--- src/rtl/drt_pkg.sv ---
package drt_pkg;
  localparam int unsigned DW = 32;
  localparam int unsigned NUM_TIMERS = 2;

  // timer register offsets relative to the timer base
  localparam int unsigned OFF_DIV     = 'h00;
  localparam int unsigned OFF_CNT     = 'h04;
  localparam int unsigned OFF_CTRL    = 'h08;
  localparam int unsigned OFF_TSTRIDE = 'h10;

  localparam int unsigned OFF_TIME  = 'h38;
  localparam int unsigned OFF_MASK  = 'h48;
  localparam int unsigned OFF_ACK   = 'h4c;
  localparam int unsigned OFF_MSTAT = 'h50;
  localparam int unsigned OFF_PEND  = 'h54;

  typedef enum logic [1:0] {
    OP_LOAD = 2'd0,
    OP_HOLD = 2'd1,
    OP_RUN  = 2'd2,
    OP_BAD  = 2'd3
  } op_e;
endpackage

--- src/rtl/tick_prescaler.sv ---
module tick_prescaler #(
  parameter int unsigned RATE_W    = 2,
  parameter int unsigned RATE_STEP = 2,
  localparam int unsigned NSEL     = 2 ** RATE_W,
  localparam int unsigned PRE_W    = (NSEL - 1) * RATE_STEP
) (
  input  logic            clk,
  input  logic            rst,
  output logic [NSEL-1:0] tick
);
  logic [PRE_W-1:0] pre_q;

  always_ff @(posedge clk) begin
    if (rst) pre_q <= '0;
    else     pre_q <= pre_q + 1'b1;
  end

  assign tick[0] = 1'b1;
  for (genvar s = 1; s < NSEL; s++) begin : g_tick
    assign tick[s] = &pre_q[s*RATE_STEP-1:0];
  end

  // the slowest rate strobes only when the whole counter is all ones
  a_r6_slowest_tick: assert property (@(posedge clk) disable iff (rst)
    tick[NSEL-1] |=> (pre_q == '0));
endmodule

--- src/rtl/reload_counter.sv ---
module reload_counter
  import drt_pkg::*;
#(
  parameter int unsigned CNT_W  = 32,
  parameter int unsigned RATE_W = 2,
  localparam int unsigned NSEL  = 2 ** RATE_W,
  localparam int unsigned CW    = RATE_W + 2
) (
  input  logic             clk,
  input  logic             rst,
  input  logic             div_we,
  input  logic [CNT_W-1:0] div_wdata,
  input  logic             ctrl_we,
  input  logic [CW-1:0]    ctrl_wdata,
  input  logic [NSEL-1:0]  tick_all,
  output logic [CNT_W-1:0] div_q,
  output logic [CW-1:0]    ctrl_q,
  output logic [CNT_W-1:0] count_q,
  output logic             expire
);
  logic ctrl_ok, running, tick;

  assign ctrl_ok = ctrl_we && (op_e'(ctrl_wdata[1:0]) != OP_BAD);
  assign running = op_e'(ctrl_q[1:0]) == OP_RUN;
  assign tick    = tick_all[ctrl_q[CW-1:2]];
  assign expire  = running && tick && !ctrl_ok &&
                   ((count_q == CNT_W'(1)) || (count_q == '0 && div_q == '0));

  always_ff @(posedge clk) begin
    if (rst) begin
      div_q   <= '0;
      ctrl_q  <= CW'(OP_HOLD);
      count_q <= '0;
    end else begin
      if (div_we) div_q <= div_wdata;
      if (ctrl_ok) begin
        ctrl_q <= ctrl_wdata;
        if (op_e'(ctrl_wdata[1:0]) == OP_LOAD) count_q <= div_q;
      end else if (running && tick) begin
        count_q <= (count_q == '0) ? div_q : count_q - 1'b1;
      end
    end
  end

  logic rst_d;
  always_ff @(posedge clk) rst_d <= rst;

  // stopped and cleared right after reset
  always @(posedge clk) begin
    if (rst_d) begin
      a_r1_reset_stopped: assert (count_q == '0 && ctrl_q == CW'(OP_HOLD));
    end
  end

  // count frozen unless running or a legal control write lands
  a_r3_hold_freeze: assert property (@(posedge clk) disable iff (rst)
    (!running && !ctrl_ok) |=> $stable(count_q));

  // zero count reloads from the divisor on the next tick
  a_r4_reload: assert property (@(posedge clk) disable iff (rst)
    (running && tick && !ctrl_ok && count_q == '0) |=> (count_q == $past(div_q)));

  // illegal op code leaves control unchanged
  a_r5_bad_op_ignored: assert property (@(posedge clk) disable iff (rst)
    (ctrl_we && ctrl_wdata[1:0] == 2'd3) |=> $stable(ctrl_q));
endmodule

--- src/rtl/irq_gate.sv ---
module irq_gate #(
  parameter int unsigned NT = 2
) (
  input  logic          clk,
  input  logic          rst,
  input  logic          mask_we,
  input  logic          ack_we,
  input  logic [NT-1:0] wdata,
  input  logic [NT-1:0] expire,
  output logic [NT-1:0] pend_q,
  output logic [NT-1:0] mask_q,
  output logic          irq_out
);
  logic [NT-1:0] pend_n, mask_n, clr;

  always_comb begin
    clr    = ack_we ? wdata : '0;
    pend_n = (pend_q & ~clr) | expire;
    mask_n = mask_we ? wdata : mask_q;
  end

  always_ff @(posedge clk) begin
    if (rst) begin
      pend_q  <= '0;
      mask_q  <= '0;
      irq_out <= 1'b0;
    end else begin
      pend_q  <= pend_n;
      mask_q  <= mask_n;
      irq_out <= |(pend_n & mask_n);
    end
  end

  logic rst_d;
  always_ff @(posedge clk) rst_d <= rst;

  // interrupt state cleared after reset
  always @(posedge clk) begin
    if (rst_d) begin
      a_r1_irq_cleared: assert (pend_q == '0 && mask_q == '0 && !irq_out);
    end
  end

  // every expiry leaves its pending bit set
  a_r7_expiry_sets: assert property (@(posedge clk) disable iff (rst)
    (|expire) |=> ((pend_q & $past(expire)) == $past(expire)));

  // acknowledged bits clear unless an expiry coincides
  a_r9_ack_clears: assert property (@(posedge clk) disable iff (rst)
    ack_we |=> ((pend_q & $past(wdata) & ~$past(expire)) == '0));

  // output agrees with the stored pending and mask state
  a_r8_irq_matches: assert property (@(posedge clk) disable iff (rst)
    irq_out == (|(pend_q & mask_q)));
endmodule

--- src/rtl/dual_reload_timer.sv ---
module dual_reload_timer
  import drt_pkg::*;
#(
  parameter int unsigned CNT_W     = 32,
  parameter int unsigned RATE_W    = 2,
  parameter int unsigned RATE_STEP = 2,
  parameter int unsigned ADDR_W    = 8
) (
  input  logic              clk,
  input  logic              rst,
  input  logic [ADDR_W-1:0] bus_addr,
  input  logic              bus_we,
  input  logic [DW-1:0]     bus_wdata,
  output logic [DW-1:0]     bus_rdata,
  output logic              irq_out
);
  localparam int unsigned NT   = NUM_TIMERS;
  localparam int unsigned NSEL = 2 ** RATE_W;
  localparam int unsigned CW   = RATE_W + 2;
  localparam int unsigned WW   = ADDR_W - 2;

  function automatic logic [WW-1:0] wofs(input int unsigned off);
    return WW'(off >> 2);
  endfunction

  logic [WW-1:0] widx;
  logic          aligned, wr_ok;
  assign widx    = bus_addr[ADDR_W-1:2];
  assign aligned = (bus_addr[1:0] == 2'b00);
  assign wr_ok   = bus_we && aligned;

  logic [NSEL-1:0]  tick_all;
  logic [NT-1:0]    expire, pend_q, mask_q;
  logic [CNT_W-1:0] div_a   [NT];
  logic [CNT_W-1:0] count_a [NT];
  logic [CW-1:0]    ctrl_a  [NT];
  logic [DW-1:0]    time_q;

  tick_prescaler #(.RATE_W(RATE_W), .RATE_STEP(RATE_STEP)) i_pre (
    .clk  (clk),
    .rst  (rst),
    .tick (tick_all)
  );

  for (genvar t = 0; t < NT; t++) begin : g_tmr
    localparam int unsigned BASE = t * OFF_TSTRIDE;
    logic div_we, ctrl_we;
    assign div_we  = wr_ok && (widx == wofs(BASE + OFF_DIV));
    assign ctrl_we = wr_ok && (widx == wofs(BASE + OFF_CTRL));

    reload_counter #(.CNT_W(CNT_W), .RATE_W(RATE_W)) i_cnt (
      .clk        (clk),
      .rst        (rst),
      .div_we     (div_we),
      .div_wdata  (bus_wdata[CNT_W-1:0]),
      .ctrl_we    (ctrl_we),
      .ctrl_wdata (bus_wdata[CW-1:0]),
      .tick_all   (tick_all),
      .div_q      (div_a[t]),
      .ctrl_q     (ctrl_a[t]),
      .count_q    (count_a[t]),
      .expire     (expire[t])
    );
  end

  irq_gate #(.NT(NT)) i_irq (
    .clk     (clk),
    .rst     (rst),
    .mask_we (wr_ok && (widx == wofs(OFF_MASK))),
    .ack_we  (wr_ok && (widx == wofs(OFF_ACK))),
    .wdata   (bus_wdata[NT-1:0]),
    .expire  (expire),
    .pend_q  (pend_q),
    .mask_q  (mask_q),
    .irq_out (irq_out)
  );

  always_ff @(posedge clk) begin
    if (rst) time_q <= '0;
    else     time_q <= time_q + 1'b1;
  end

  logic [DW-1:0] rd_n;
  always_comb begin
    rd_n = '0;
    for (int t = 0; t < NT; t++) begin
      if (widx == wofs(t * OFF_TSTRIDE + OFF_DIV))  rd_n = DW'(div_a[t]);
      if (widx == wofs(t * OFF_TSTRIDE + OFF_CNT))  rd_n = DW'(count_a[t]);
      if (widx == wofs(t * OFF_TSTRIDE + OFF_CTRL)) rd_n = DW'(ctrl_a[t]);
    end
    if (widx == wofs(OFF_TIME))  rd_n = time_q;
    if (widx == wofs(OFF_MASK))  rd_n = DW'(mask_q);
    if (widx == wofs(OFF_MSTAT)) rd_n = DW'(pend_q & mask_q);
    if (widx == wofs(OFF_PEND))  rd_n = DW'(pend_q);
    if (!aligned) rd_n = '0;
  end

  always_ff @(posedge clk) begin
    if (rst) bus_rdata <= '0;
    else     bus_rdata <= rd_n;
  end

  // time advances by one every clock
  a_r11_time_step: assert property (@(posedge clk) disable iff (rst)
    (!rst) |=> (time_q == $past(time_q) + 1'b1));

  // the acknowledge register reads back zero
  a_r9_ack_reads_zero: assert property (@(posedge clk) disable iff (rst)
    (aligned && widx == wofs(OFF_ACK)) |=> (bus_rdata == '0));

  // misaligned reads return zero
  a_r10_misaligned_zero: assert property (@(posedge clk) disable iff (rst)
    (!aligned) |=> (bus_rdata == '0));
endmodule

--- config.mk ---
export PLATFORM = sky130hd
export DESIGN_NAME = dual_reload_timer
export DESIGN_NICKNAME = d
export VERILOG_FILES = /design/src/rtl/drt_pkg.sv /design/src/rtl/tick_prescaler.sv /design/src/rtl/reload_counter.sv /design/src/rtl/irq_gate.sv /design/src/rtl/dual_reload_timer.sv
export SDC_FILE = /design/constraint.sdc
export NUM_CORES = 1
export LEC_CHECK = 0
export BUFFER_PORTS_ARGS = -buffer_cell sky130_fd_sc_hd__buf_2
export CAP_MARGIN = 20
export CORE_UTILIZATION = 65
export DETAILED_ROUTE_END_ITERATION = 16
export GPL_TIMING_DRIVEN = 0
export PLACE_DENSITY = 0.85
export SLEW_MARGIN = 20
export SYNTH_ARGS = -nofsm -noshare
export SYNTH_HDL_FRONTEND = slang
export SYNTH_SLANG_ARGS = --single-unit
--- constraint.sdc ---
create_clock -name clk -period 6.2 [get_ports clk]
set_clock_uncertainty 0.05 [all_clocks]
set_input_delay 0.62 -clock clk [delete_from_list [all_inputs] [get_ports clk]]
set_output_delay 0.62 -clock clk [all_outputs]
set_load 0.01 [all_outputs]
* Word level (Yosys, flattened, before mapping)
Cells that the tools add are included.
Storage, ports and cells: register bits after elaboration 211, output and inout port bits 33
Operators by class: add/sub/neg operators 4, order comparisons 2, equal/unequal tests 17, mux-type cells 24, bitwise operators 6, reductions and logical operators 38
Operators with widths (count):
- two-way mux 32 bit | 17
- zero test 32 bit | 4
- equality test 32 x 1 -> 1 bit, second input constant | 2
- subtractor 32 x 1 -> 32 bit, second input constant | 2
- adder 32 x 1 -> 32 bit, second input constant | 1
- equality test 6 x 5 -> 1 bit, second input constant | 4
- equality test 6 x 3 -> 1 bit, second input constant | 3
- logical AND 1 bit | 17
- adder 6 x 1 -> 6 bit, second input constant | 1
- bitwise AND 2 bit | 3
- equality test 6 x 1 -> 1 bit, second input constant | 1
- equality test 6 x 2 -> 1 bit, second input constant | 1
- equality test 6 x 4 -> 1 bit, second input constant | 1
- zero test 6 bit | 1
- less-than comparator 2 x 3 -> 1 bit, second input constant | 2
- two-way mux 2 bit | 3
- != test 2 bit, second input constant | 3
- AND reduction 2 bit | 3
- AND reduction 6 bit | 1
- binary-select mux 1 bit (select 2 bit) | 2
- equality test 2 bit, second input constant | 2
- zero test 2 bit | 2
- AND reduction 4 bit | 1
- nonzero test 2 bit | 2
- other kinds (8) | 12

* Depth between registers and ports, before layout
Gate-level depths: netlist of run 1.
word-level depth 11, mapped depth 10, mapped depth without buffers 8

* Hierarchy
Synthesis of run 1 repeated with hierarchy kept, for this count alone.
Unflattened totals: cell total of the unflattened synthesis 1367, area, all modules 11408.4 µm²
Modules (own cells, without submodules):
- reload_counter | instances 2, cells an instance 425, area an instance 3626.0 µm²
- dual_reload_timer | instances 1, cells an instance 475, area an instance 3753.6 µm²
- tick_prescaler | instances 1, cells an instance 25, area an instance 235.2 µm²
- irq_gate | instances 1, cells an instance 17, area an instance 167.7 µm²

* Worst setup path after synthesis of run 1
No wires, ideal clock.
path kind in2reg, start point input port bus_addr[2], end point register g_tmr[0].i_cnt.count_q[19], setup time 0.092 ns, arrival time 2.698 ns, data required time 6.058 ns, slack 3.360 ns, stages on the path 8, cell sequence buf_2 -> nor4b_2 -> nand4_1 -> and3_1 -> nor2_2 -> clkbuf_1 -> nor2_1 -> o32ai_1
Between the ends: word-level cells in the longest chain between the ends 5, elaborated cells on any way between the ends 7, classes of those cells eq/ne (2); mux (1); reduce/logical (4)
RTL lines:
- from (decl) | line dual_reload_timer.sv:11 | input logic [ADDR_W-1:0] bus_addr,
- equality test 6 x 2 -> 1 bit * | line dual_reload_timer.sv:49 | assign ctrl_we = wr_ok && (widx == wofs(BASE + OFF_CTRL));
- logical AND 1 bit * | line dual_reload_timer.sv:49
- logical AND 1 bit * | line reload_counter.sv:23 | assign ctrl_ok = ctrl_we && (op_e'(ctrl_wdata[1:0]) != OP_BAD);
- != test 2 bit (no line) or nonzero test 2 bit (tied branches)
- AND reduction 2 bit (no line)
- to (signal assigned) | line reload_counter.sv:38 | if (op_e'(ctrl_wdata[1:0]) == OP_LOAD) count_q <= div_q;
- to (signal assigned) | line reload_counter.sv:40 | count_q <= (count_q == '0) ? div_q : count_q - 1'b1;
- to (decl) | line reload_counter.sv:18 | output logic [CNT_W-1:0] count_q,
Every way passes the cells marked *; elsewhere a longest branch is shown, timed or not. A chain may end at the register's enable or synchronous reset.

* Final worst setup path of run 1
start point input port bus_addr[1], end point register g_tmr[1].i_cnt.count_q[11]
Between the ends: word-level cells in the longest chain between the ends 6, elaborated cells on any way between the ends 8, classes of those cells eq/ne (1); mux (1); reduce/logical (6)
RTL lines:
- zero test 2 bit * | line dual_reload_timer.sv:29 | assign aligned = (bus_addr[1:0] == 2'b00);
- logical AND 1 bit * | line dual_reload_timer.sv:30 | assign wr_ok = bus_we && aligned;
- logical AND 1 bit * | line dual_reload_timer.sv:49
- logical AND 1 bit * | line reload_counter.sv:23
- != test 2 bit (no line) or nonzero test 2 bit (tied branches)
- AND reduction 2 bit (no line)
- to (signal assigned) | line reload_counter.sv:38
- to (signal assigned) | line reload_counter.sv:40
- to (decl) | line reload_counter.sv:18
Marked as above.

==> results of run 1 <==
power by group:
part / switching, uW / leakage [uW] / total [uW] / internal, uW
logic: 76.4 / 0.00262 / 107 / 30.6
registers: 4.58 / 0.00170 / 1360 / 1360
clock network: 574 / 0.000381 / 1440 / 864
final timing paths:
| check | startpoint | to | depth (start not counted) |
|---|---|---|---|
| worst max-delay path | bus_addr[1] | g_tmr[1].i_cnt.count_q[11] | 8 |
| worst min-delay path | bus_wdata[22] | g_tmr[1].i_cnt.div_q[22] | 3 |
| worst max register to register | g_tmr[1].i_cnt.count_q[15] | g_tmr[1].i_cnt.count_q[13] | 9 |
| worst min register to register | i_pre.pre_q[0] | i_pre.pre_q[0] | 1 |
stage by stage:
step	util [%]	hold WS, ns	setup WS [ns]	instance area [sq um]	cells
3_5_place_dp	71.3	0.396	2.44	11400	1687
3_3_place_gp	71.2	0.381	2.47	11400	1687
6_report	76.2	0.298	2.70	12200	1729
5_1_grt	76.2	0.312	2.60	12200	1729
2_1_floorplan	-	0.368	3.36	10800	1400
4_1_cts	76.2	0.296	2.93	12200	1728
state kept, by name (all words and copies together) (netlist names):
signal and count:
time_q 32, i_pre.pre_q 6, i_irq.mask_q 2, g_tmr.i_cnt.ctrl_q 8, i_irq.irq_out 1, i_irq.pend_q 2
g_tmr.i_cnt.count_q 64, bus_rdata 32, g_tmr.i_cnt.div_q 64
critical path, stage by stage:
cell and delay, ns:
buf_2 0.10, nor3b_1 0.65, nand4_1 0.67, and3_1 0.46, or2_2 0.37, nand2_1 0.24
clkbuf_1 0.51, o32ai_1 0.18
final cells by class:
cell class                      instances  share of cell area [%]
Inverter                               33                    1.02
Multi-Input combinational cell       1054                    48.8
Clock buffer                           28                    4.95
Tap cell                              216                    2.22
Clock inverter                         13                    1.49
Buffer                                102                    3.91
Sequential cell                       211                    34.6
Timing Repair Buffer                   72                    2.95
metal layers:
metal | track usage (%) | routed length (microns) | vias to the layer above
met5 | 0 | 0 | -
met4 | 23.1 | 2270 | 0
met3 | 11.9 | 4820 | 180
met2 | 65.5 | 15700 | 771
met1 | 55.1 | 13900 | 5261
li1 | - | - | 5257
cells in the mapped netlist (6+ instances only):
master / n
nor4_1: 38
ha_1: 8
nor3b_1: 8
o21ai_0: 79
a21oi_1: 168
or2_2: 6
or3_1: 19
o211ai_1: 8
a31oi_1: 8
nand2_1: 186
nor4b_1: 7
nand3_1: 32
buf_6: 7
a222oi_1: 28
and2_1: 29
a2bb2oi_1: 28
a21o_1: 29
inv_1: 33
clkbuf_1: 80
buf_2: 8
nand2b_1: 6
or4_1: 8
and3_1: 11
dfxtp_1: 211
xor2_1: 18
xnor2_1: 11
mux2i_1: 6
o32ai_1: 18
nand4_1: 18
a221oi_1: 10
nor2_1: 165
nor3_1: 52
logic make-up (layout without fill, tap and decap cells):
kind of cell	after synthesis	in the layout	share of synthesized area, %
adder cells (fa/ha/maj)	8	8	0.930
AND/OR/NAND/NOR	604	604	26.8
flip-flops	211	211	39.2
XOR/XNOR	29	29	2.36
multiplexers	11	11	1.08
AO/OA/AOI/OAI	402	402	24.0
buffers and inverters	135	248	5.58
==> impl_metrics.tcl, run 1 <==
set metrics [dict create \
    setup.worst_path.end_class "flip-flop" \
    die_height_microns 131 \
    hold_buffers 0 \
    initial_utilization_pct 67.3 \
    antennaDiodeCount 0 \
    wl_per_cell_microns 21.3 \
    synth_edf_count 0 \
    cts_tree "done" \
    powerDensity_mw_per_mm2 239 \
    dr.pass1.iters 7 \
    drc_errors 0 \
    ctsLongestPathBuffers 3 \
    dominantRegCellSynth "dfxtp_1" \
    grt_pass1_wl_microns 55900 \
    synth_cell_types 63 \
    layout_commonest_cell "dfxtp_1" \
    fin_tns_setup_ns 0 \
    synthCells 1400 \
    grt_start_max_net_pins 16 \
    maxCapViolCount 0 \
    post-dp-hpwl_microns 27200 \
    min_path_type "primary input to flip-flop" \
    total_power_uw 2910 \
    cts_root_buf "clkbuf_16" \
    die_area_sq_mm 0.0171 \
    detail_route.wirelength_microns 36800 \
    clock_latency_ns 0.52 \
    setup.worst_path.class "primary input to flip-flop" \
    drtIter0Drc 1486 \
    std_cell_rows 46 \
    slew_headroom_pct 17.3 \
    required_ns 6.51 \
    p_leak_uw 0.00470 \
    max-vdd-ir-drop_mv 0.290 \
    r2r_slack_ns 2.91 \
    cp_data_arrival_time_ns 3.81 \
    path_clk_slew_ns 0.06 \
    grt_pass1_vias 10400 \
    cts_buffers 23 \
    mostFrequentLayoutCells "dfxtp_1 (211), nand2_1 (186), a21oi_1 (168)" \
    start_kind "primary input" \
    fin_crit_sh_pct 56.5 \
    die_x_microns 131 \
    yosys.area.top_type "dfxtp_1" \
    period_needed_ns 3.50 \
    syn_area_sq_mm 0.0108 \
    worstMarginPinSlew_ns 1.23 \
    h-tree-depth 1 \
    slew_violations 0 \
    detail-route-antenna-nets 0 \
    hold_viol 0 \
    status "finished clean" \
    multiInputGateArea_sq_mm 0.00596 \
    ys_ff_latch 211 \
    syn_avg_cell_area_sq_um 7.69 \
    fillers 1261 \
    cts_setup_buffers 0 \
    pin_count 76 \
    areaGrowthSynthToFinish_pct 13.3 \
    final_nets 1548 \
    syn_nets 1451 \
    route.vias.total 11500 \
    regArea_sq_mm 0.00422 \
    antenna_found_initial 0 \
    rsz0062_at_grt "false" \
    ctsResizeCount 0 \
    synth_top_area_share_pct 39.2 \
    portBuffers 71 \
    grt_usage_pct 42.9 \
    final-setup-viol-count 0 \
    overflow 0 \
    fmax_mhz 286 \
    core-area_sq_mm 0.0160 \
    ys_seq_area_share_pct 39.2 \
    synthArstFlopShare_pct 0 \
    path_max_fanout 10 \
    gp_congestion 1.07 \
    cts_num_sinks 211 \
    drive_gt1_share_pct 10.2 \
    viasPerCell 6.63 \
    yosys-top-cells-area "dfxtp_1 (39%), a21oi_1 (7.8%), nand2_1 (6.5%), nor2_1 (5.8%), o21ai_0 (3.7%)" \
    yosys_warnings 0 \
]
No activity file was read; power rests on OpenSTA's default activity.
==> run 2, diff against run 1 <==
- ABC_AREA: unset -> 1
- CORE_UTILIZATION: 65 -> 56
- PLACE_DENSITY: 0.85 -> 0.77
- clock period: 6.2 -> 2.9 ns (I/O delays scaled with it)
==> run 2 against run 1 <==
Synthesized area rose by 12%. Flip-flop and latch count did not move. Global-route usage fell by 1.8 points. Worst hold slack got worse by 0.29 ns. Cell count rose by 30%.
==> impl_metrics.tcl, run 2 <==
set metrics [dict create \
    status "finished clean" \
    final-setup-viol-count 0 \
    gp_congestion 1.05 \
    cts_root_buf "clkbuf_16" \
    fillers 2022 \
    hold_viol 0 \
    path_clk_slew_ns 0.06 \
    powerDensity_mw_per_mm2 454 \
    reg2reg_depth 10 \
    hold_start "bus_addr[0]" \
    wl_per_cell_microns 20.4 \
    yosysMostFrequentCell "nand2_1" \
    synth_xor_area_share_pct 1.09 \
    synth_mux_area_share_pct 0 \
    drc_errors 0 \
    setup_ws_ns 0.354 \
    crit_buf_inv 1 \
    dpl_worst_slack_ns 0.431 \
    r2r_slack_ns 0.35 \
    viasPerCell 5.98 \
    grt_pass1_wl_microns 68500 \
    ys_ff_latch 211 \
    largestRegisters "g_tmr.i_cnt.count_q x64, g_tmr.i_cnt.div_q x64" \
    critPathMaxStageDelay_ns 0.35 \
    fin_tns_setup_ns 0 \
    die_area_sq_mm 0.0221 \
    cp.depth 10 \
    synth_top_area_share_pct 35.0 \
    synth_simple_gate_area_share_pct 36.6 \
    post-dp-hpwl_microns 36000 \
    antenna_found_initial 0 \
    std_cell_rows 53 \
    grt_start_max_net_pins 14 \
    period_needed_ns 2.55 \
    grt_pass1_vias 12000 \
    total_power_uw 6150 \
    portBuffers 74 \
    cts_setup_buffers 0 \
    dr.pass1.iters 5 \
    drtIter0Drc 1608 \
    drive_gt1_share_pct 11.4 \
    path_max_fanout 10 \
    ctsLongestPathBuffers 3 \
    initial_utilization_pct 57.2 \
    die_height_microns 149 \
    cts_num_sinks 211 \
    synth_top_family_by_area "simple AND/OR/NAND/NOR gates" \
    synth_edf_count 0 \
    die_x_microns 149 \
    crit_top_cell "nand2_1" \
    p_leak_uw 0.00617 \
    synthArstFlopShare_pct 0 \
    max-vdd-ir-drop_mv 0.458 \
    synthCells 1857 \
    final_cell_area_sq_mm 0.0135 \
    slew_headroom_pct 40.8 \
    worstMarginPinSlew_ns 0.887 \
    regToRegEndpoint "g_tmr[0].i_cnt.count_q[27]" \
    fin_crit_sh_pct 87.8 \
    cp_cell_sequence "ha_1 -> nand2_1 -> nor2_1 -> o21ai_0 -> nand2_1 -> nand4_4 -> nand2_2 -> buf_2 -> nand3_1 -> a21oi_1" \
    synth_cell_types 50 \
    antennaDiodeCount 0 \
    rsz0062_at_grt "false" \
    h-tree-depth 1 \
    cp_data_arrival_time_ns 2.95 \
    start_kind "flip-flop" \
    syn_nets 1908 \
    syn_avg_cell_area_sq_um 6.49 \
    worstReg2RegStart "i_pre.pre_q[0]" \
    setup.worst_path.class "flip-flop to flip-flop" \
    yosys-top-cells-area "dfxtp_1 (35%), nand2_1 (14%), nand3_1 (7.2%), nor2_1 (7.0%), a21oi_1 (6.8%)" \
    synth_compound_area_share_pct 16.4 \
    clock_latency_ns 0.54 \
    yosys.area.top_type "dfxtp_1" \
    setup.worst_path.end_class "flip-flop" \
    detail-route-antenna-nets 0 \
    maxCapViolCount 0 \
    cts_buffers 24 \
    synthAdderAreaFrac_pct 0.830 \
    ys_seq_area_share_pct 35.0 \
    grt_usage_pct 41.1 \
    critical_path.startpoint "i_pre.pre_q[0]" \
    yosys_warnings 0 \
    slew_violations 0 \
    detail_route.wirelength_microns 45900 \
    dpl_cell_area_sq_mm 0.0128 \
    dominantRegCellSynth "dfxtp_1" \
    mostFrequentLayoutCells "nand2_1 (461), nor2_1 (226), dfxtp_1 (211)" \
    syn_area_sq_mm 0.0121 \
    synth_common_cells "nand2_1 (461), nor2_1 (226), dfxtp_1 (211)" \
    final_nets 2010 \
    areaGrowthSynthToFinish_pct 12.4 \
    core-area_sq_mm 0.0211 \
    min_path_type "primary input to flip-flop" \
    required_ns 3.30 \
    overflow 0 \
    layout_commonest_cell "nand2_1" \
    crit_path_top_delay_cell "dfxtp_1" \
    pin_count 76 \
    route.vias.total 13500 \
    cpLargestDelayFamily "simple AND/OR/NAND/NOR gates" \
    cts_tree "done" \
    crit_path_end "g_tmr[0].i_cnt.count_q[27]" \
    fmax_mhz 393 \
]
## run 2: repair_timing
action / CTS / global route
hold endpoints to repair: 2 / 0
hold buffers: 2 / 0
gates resized for setup: 0 / 0
## run 2: how the worst min path moves through the flow
stage	end	slack, ns	cells past startpoint
final	bus_rdata[1]	0.004	4
after global routing	g_tmr[0].i_cnt.div_q[27]	0.03	3
after CTS	bus_rdata[0]	0.0008	4
after detailed placement	i_pre.pre_q[0]	0.39	1
after global placement	i_pre.pre_q[0]	0.38	1
after floorplan	g_tmr[0].i_cnt.ctrl_q[0]	0.37	2
## run 2: cell families (layout without fill, tap and decap cells)
logic type,count (synthesis),count (layout)
simple gates,988,988
compound gates,357,357
buf+inv,278,395
flops,211,211
xor+xnor,15,15
fa+ha+maj,8,8
## run 2: where the power goes
group	total, uW	switching [uW]	leakage [uW]	internal [uW]
registers	2920	7.43	0.00170	2910
logic	251	186	0.00409	64.7
clock network	2990	1260	0.000379	1730
## run 2: per-stage QoR
step,hold slack [ns],instances,utilization (%)
finish,0.00448,2249,64.2
detailed placement,0.387,2206,60.6
global placement,0.383,2206,60.6
floorplan,0.366,1857,-
global route,0.0252,2249,64.2
CTS,0.000770,2249,64.2
## run 2: worst reg2reg max path, cell delays in order, from the launching register on
cell     delay, ns
dfxtp_1       0.35
ha_1          0.19
nand2_1       0.08
nor2_1        0.30
o21ai_0       0.31
nand2_1       0.19
nand4_4       0.23
nand2_2       0.16
buf_2         0.30
nand3_1       0.16
a21oi_1       0.16
## run 2: layout make-up
class	count	area (sq um)	share of cell area, %
Tap cell	275	344	2.54
Inverter	207	783	5.78
Timing Repair Buffer	76	390	2.88
Sequential cell	211	4220	31.2
Clock inverter	10	77.6	0.573
Multi-Input combinational cell	1368	6610	48.8
Buffer	71	435	3.21
Clock buffer	31	678	5.01
## run 2: layer usage
metal | global-route usage (%) | vias to the layer above | wire [microns]
li1 | - | 6316 | -
met1 | 56.4 | 6204 | 19100
met2 | 63.7 | 809 | 19700
met3 | 7.80 | 121 | 5280
met4 | 16.1 | 0 | 1840
met5 | 0 | - | 0
